--- config.mk ---
export PLATFORM = sky130hd
export DESIGN_NAME = ud_cnt
export DESIGN_NICKNAME = d
export VERILOG_FILES = /design/src/rtl/ud_cnt_pkg.sv /design/src/rtl/ud_cnt_step.sv /design/src/rtl/ud_cnt_term.sv /design/src/rtl/ud_cnt_reg.sv /design/src/rtl/ud_cnt.sv
export SDC_FILE = /design/constraint.sdc
export NUM_CORES = 1
export LEC_CHECK = 0
export BUFFER_PORTS_ARGS = -buffer_cell sky130_fd_sc_hd__buf_2
export CORE_MARGIN = 10
export CORE_UTILIZATION = 30
export CTS_CLUSTER_SIZE = 16
export DETAILED_ROUTE_END_ITERATION = 6
export GPL_ROUTABILITY_DRIVEN = 0
export REMOVE_ABC_BUFFERS = 1
export SYNTH_ARGS = -nofsm -noshare
export SYNTH_HDL_FRONTEND = slang
export SYNTH_HIERARCHICAL = 1
export SYNTH_SLANG_ARGS = --single-unit
export TNS_END_PERCENT = 30
--- constraint.sdc ---
create_clock -name clk_i -period 1.55 [get_ports clk_i]
set_input_delay 0.31 -clock clk_i [delete_from_list [all_inputs] [get_ports clk_i]]
set_output_delay 0.31 -clock clk_i [all_outputs]
set_load 0.03 [all_outputs]
--- src/rtl/ud_cnt_pkg.sv ---
package ud_cnt_pkg;
  typedef enum logic {
    DIR_DOWN = 1'b0,
    DIR_UP   = 1'b1
  } dir_e;

  typedef enum logic {
    MOD_DEC = 1'b0,
    MOD_BIN = 1'b1
  } mod_e;
endpackage

--- src/rtl/ud_cnt_step.sv ---
module ud_cnt_step
  import ud_cnt_pkg::*;
#(
  parameter int CNT_W    = 4,
  parameter int DEC_LAST = 9
) (
  input  logic [CNT_W-1:0] cnt_i,
  input  dir_e             dir_i,
  input  mod_e             mod_i,
  output logic [CNT_W-1:0] nxt_o
);
  localparam logic [CNT_W-1:0] DEC_TOP = CNT_W'(DEC_LAST);
  localparam logic [CNT_W-1:0] ONE     = CNT_W'(1);

  logic [CNT_W-1:0] inc, dec;
  assign inc = cnt_i + ONE;
  assign dec = cnt_i - ONE;

  always_comb begin
    if (mod_i == MOD_BIN) begin
      nxt_o = (dir_i == DIR_UP) ? inc : dec;
    end else if (dir_i == DIR_UP) begin
      // out-of-range codes fold to 0 in one step
      nxt_o = (cnt_i >= DEC_TOP) ? '0 : inc;
    end else begin
      nxt_o = (cnt_i == '0 || cnt_i > DEC_TOP) ? DEC_TOP : dec;
    end
  end
endmodule

--- src/rtl/ud_cnt_term.sv ---
module ud_cnt_term
  import ud_cnt_pkg::*;
#(
  parameter int CNT_W    = 4,
  parameter int DEC_LAST = 9
) (
  input  logic [CNT_W-1:0] cnt_i,
  input  dir_e             dir_i,
  input  mod_e             mod_i,
  output logic             term_o
);
  localparam logic [CNT_W-1:0] DEC_TOP = CNT_W'(DEC_LAST);
  localparam logic [CNT_W-1:0] BIN_TOP = '1;

  logic at_top, at_bot;
  assign at_top = (mod_i == MOD_BIN) ? (cnt_i == BIN_TOP) : (cnt_i >= DEC_TOP);
  assign at_bot = (cnt_i == '0);
  assign term_o = (dir_i == DIR_UP) ? at_top : at_bot;
endmodule

--- src/rtl/ud_cnt_reg.sv ---
module ud_cnt_reg #(
  parameter int CNT_W = 4
) (
  input  logic             clk_i,
  input  logic             rst_ni,
  input  logic             load_i,
  input  logic [CNT_W-1:0] data_i,
  input  logic             hold_i,
  input  logic [CNT_W-1:0] nxt_i,
  output logic [CNT_W-1:0] q_o
);
  always_ff @(posedge clk_i or negedge rst_ni) begin
    if (!rst_ni)      q_o <= '0;
    else if (load_i)  q_o <= data_i;
    else if (!hold_i) q_o <= nxt_i;
  end


  load_chk: assert property (@(posedge clk_i) disable iff (!rst_ni)
    load_i |=> q_o == $past(data_i));


  hold_chk: assert property (@(posedge clk_i) disable iff (!rst_ni)
    (hold_i && !load_i) |=> $stable(q_o));


  step_chk: assert property (@(posedge clk_i) disable iff (!rst_ni)
    (!hold_i && !load_i) |=> q_o == $past(nxt_i));
endmodule

--- src/rtl/ud_cnt.sv ---
module ud_cnt
  import ud_cnt_pkg::*;
#(
  parameter int CNT_W    = 4,
  parameter int DEC_LAST = 9
) (
  input  logic             clk_i,
  input  logic             rst_ni,
  input  logic             up_i,
  input  logic             bin_i,
  input  logic             preset_i,
  input  logic [CNT_W-1:0] data_i,
  input  logic             ci_ni,
  output logic [CNT_W-1:0] cnt_o,
  output logic             co_no
);
  localparam logic [CNT_W-1:0] DEC_TOP = CNT_W'(DEC_LAST);
  localparam logic [CNT_W-1:0] BIN_TOP = '1;

  dir_e             dir;
  mod_e             modsel;
  logic [CNT_W-1:0] nxt;
  logic             term;

  assign dir    = dir_e'(up_i);
  assign modsel = mod_e'(bin_i);

  ud_cnt_step #(.CNT_W(CNT_W), .DEC_LAST(DEC_LAST)) step_i (
    .cnt_i (cnt_o),
    .dir_i (dir),
    .mod_i (modsel),
    .nxt_o (nxt)
  );

  ud_cnt_term #(.CNT_W(CNT_W), .DEC_LAST(DEC_LAST)) term_i (
    .cnt_i  (cnt_o),
    .dir_i  (dir),
    .mod_i  (modsel),
    .term_o (term)
  );

  ud_cnt_reg #(.CNT_W(CNT_W)) reg_i (
    .clk_i  (clk_i),
    .rst_ni (rst_ni),
    .load_i (preset_i),
    .data_i (data_i),
    .hold_i (ci_ni),
    .nxt_i  (nxt),
    .q_o    (cnt_o)
  );

  assign co_no = ~(~ci_ni & term);


  co_gate_chk: assert property (@(posedge clk_i) disable iff (!rst_ni)
    !co_no |-> !ci_ni);


  bin_wrap_chk: assert property (@(posedge clk_i) disable iff (!rst_ni)
    (bin_i && up_i && !ci_ni && !preset_i && cnt_o == BIN_TOP) |=> cnt_o == '0);


  dec_wrap_chk: assert property (@(posedge clk_i) disable iff (!rst_ni)
    (!bin_i && !up_i && !ci_ni && !preset_i && cnt_o == '0) |=> cnt_o == DEC_TOP);


  dec_fold_chk: assert property (@(posedge clk_i) disable iff (!rst_ni)
    (!bin_i && !ci_ni && !preset_i && cnt_o > DEC_TOP)
      |=> cnt_o == ($past(up_i) ? '0 : DEC_TOP));


  dec_up_chk: assert property (@(posedge clk_i) disable iff (!rst_ni)
    (up_i && !ci_ni && !preset_i && cnt_o < DEC_TOP) |=> cnt_o == $past(cnt_o) + 1'b1);
endmodule

==> impl_metrics.yaml <==
timing:
  worst_pin_slew_ns: 0.340
  tns_ns: -0.228
  whs_ns: 0.285
  drv_slew: 0
  fin_skew_ns: 0.00340
  max_freq_mhz: 593
  fin_crit_sh_pct: 109
  rsz0062_at_grt: "true"
  min_period_ns: 1.69
  layout_setup_ws_ns: -0.135
  setup_viol: 3
  slew_headroom_pct: 77.0
  hold_violations: 0
cells_and_area:
  top_regs: "reg_i/q_o: 4 flops"
  largest_register_ff_count: 4
  syn2layout_area_growth_pct: 49.8
  drive_gt1_share_pct: 47.3
  fill_cells: 172
  final-seq-area_um2: 103
  antenna_cells: 0
  multi_input_area_um2: 427
  top_register: "reg_i/q_o"
  final_core_utilization_pct: 46.4
  nets: 107
floorplan:
  die_area_um2: 3810
  initial_core_util_pct: 31.0
  core_um2: 1690
  rows: 15
  num_io_pins: 15
  die_w_um: 61.8
  dieHeight_um: 61.8
logic_synthesis:
  yosysTopAreaCellShare_pct: 19.1
  synthTopCellsByArea: "dfrtp_1, ha_1, mux2i_1"
  synth-seq-cells: 4
  seq_area_frac_synth_pct: 19.1
  synth_area_um2: 523
  avgSynthCellArea_um2: 8.30
  synth_top_cell_by_area: "dfrtp_1"
  netlist_instances: 63
  yosys_warnings: 6
  synth_cell_types: 29
clock_tree:
  clkTransAtPathRegs_ns: 0.04
  cts-root-buf: "clkbuf_4"
  cts_tree: "yes"
  numCtsBuffers: 3
  htreeDepth: 1
  insertion_delay_ns: 0.24
  cts.sinks: 4
  cts_max_path_buffers: 2
pwr:
  vdd_drop_max_mv: 0.477
  finalPower_mw: 0.643
  power.density_nw_per_um2: 821
  leakagePower_nw: 0.361
drt:
  wl_um: 1450
  drc: 0
  wire_per_inst_um: 13.4
  firstDrtPassIters: 4
  dr_total_vias: 575
  drt.antenna.violating_nets: 0
  avgViaCountPerCell: 5.32
  drt_iter0_markers: 10
grt:
  overflow: 0
  grt_max_degree: 15
  grt_usage_pct: 8.16
  grt_pass1_wl_um: 2340
  grt_pass1_vias: 549
  antenna_found_initial: 0
worst_setup_path:
  start_kind: "register"
  cp.arrival_ns: 1.38
  crit_fanout: 6
  setup.worst_path.class: "register to output pin"
  cp.required_ns: 1.24
  endpoint_kind: "output pin"
placement:
  placement.io_buffers: 14
  dp_hpwl_um: 1050
flow_run:
  drv_cap: 0
outcome:
  violations: "setup timing"
  status: "finished, violations left"
hold_path:
  holdCritPathClass: "input port to register"
cells in the mapped netlist (all sizes together):
cell,n
a2111oi,1
buf,3
o211ai,1
o22ai,1
o2bb2ai,3
a21boi,1
o21ai,4
nand3,1
a31oi,1
nand2b,4
nor4b,1
a31o,1
nor3b,2
inv,5
ha,4
nor2b,2
o41ai,1
xor2,1
a21oi,1
o31ai,1
dfrtp,4
nor3,1
nand2,7
o221ai,1
nor2,5
mux2i,4
nor4,1
and4,1
placed cells by master (no fill, tap or decap), drive strengths merged, types with 2 or more instances in the layout:
master   netlist  routed
ha             4       4
o21ai          4       4
inv            5       5
o2bb2ai        3       3
nor3b          2       2
dfrtp          4       4
buf            3      27
mux2i          4       4
nor2b          2       2
clkbuf         0       3
nor2           5       5
nand2b         4       4
nand2          7       7
per-layer routing:
metal	global-route usage [%]	part of all wire (%)	vias up	routed length (um)
li1	-	-	288	-
met1	9.63	44	266	633
met2	12.6	48	21	696
met3	4.47	8.0	0	115
met4	1.91	0	0	0
met5	0	0	-	0
power by group:
| group | leakage (nW) | total (mW) | switching, mW | internal [mW] |
|---|---|---|---|---|
| clock network | 0.0138 | 0.133 | 0.0458 | 0.0868 |
| logic | 0.301 | 0.362 | 0.183 | 0.179 |
| registers | 0.0464 | 0.148 | 0.0282 | 0.120 |
layout make-up:
| cell class | instances | share of cell area [%] |
|---|---|---|
| Tap cell | 17 | 2.72 |
| Sequential cell | 4 | 13.1 |
| Clock buffer | 3 | 2.88 |
| Multi-Input combinational cell | 51 | 54.5 |
| Inverter | 5 | 2.40 |
| Timing Repair Buffer | 28 | 24.4 |
stage by stage:
step           worst slack, ns  instance area, um2  instances
6_report                -0.135                 783        108
5_1_grt                 -0.195                 783        108
4_1_cts                 -0.145                 741        106
3_5_place_dp           -0.0414                 626         97
3_3_place_gp           -0.0342                 626         97
2_1_floorplan           -0.326                 489         60
repair_timing:
item / 4_1_cts / 5_1_grt
pin swaps: 1 / 1
setup endpoints to repair: 4 / 5
resized for setup: 11 / 6
hold endpoints to repair: 4 / 0
setup buffers: 5 / 2
hold buffers: 1 / 0
critical path, cell delays in order (launching register included):
cell      delay (ns)
dfrtp_1         0.38
buf_6           0.14
a21boi_2        0.13
o22ai_1         0.08
a31o_1          0.20
nand2b_1        0.08
buf_6           0.13
path summary, 6_finish.rpt:
check | cells after the start | to | slack (ns) | start
worst max-delay path | 6 | co_no | -0.14 | reg_i/q_o[0]
worst max register to register | 7 | reg_i/q_o[3] | -0.09 | reg_i/q_o[1]
min in group asynchronous | 2 | reg_i/q_o[0] | 0.41 | rst_ni
worst min-delay path | 3 | reg_i/q_o[1] | 0.29 | data_i[1]
worst min register to register | 2 | reg_i/q_o[3] | 0.74 | reg_i/q_o[3]
max in group asynchronous | 2 | reg_i/q_o[2] | 1.00 | rst_ni
logic make-up after synthesis:
group                    after synthesis  share of synthesized area, %
multiplexers                           4                          7.66
adder cells (fa/ha/maj)                4                          9.57
XOR/XNOR                               1                          1.67
AO/OA/AOI/OAI                         17                          24.2
AND/OR/NAND/NOR                       25                          27.7
flip-flops                             4                          19.1
buffers and inverters                  8                          10.0
Power figures use the tool's default switching activity.
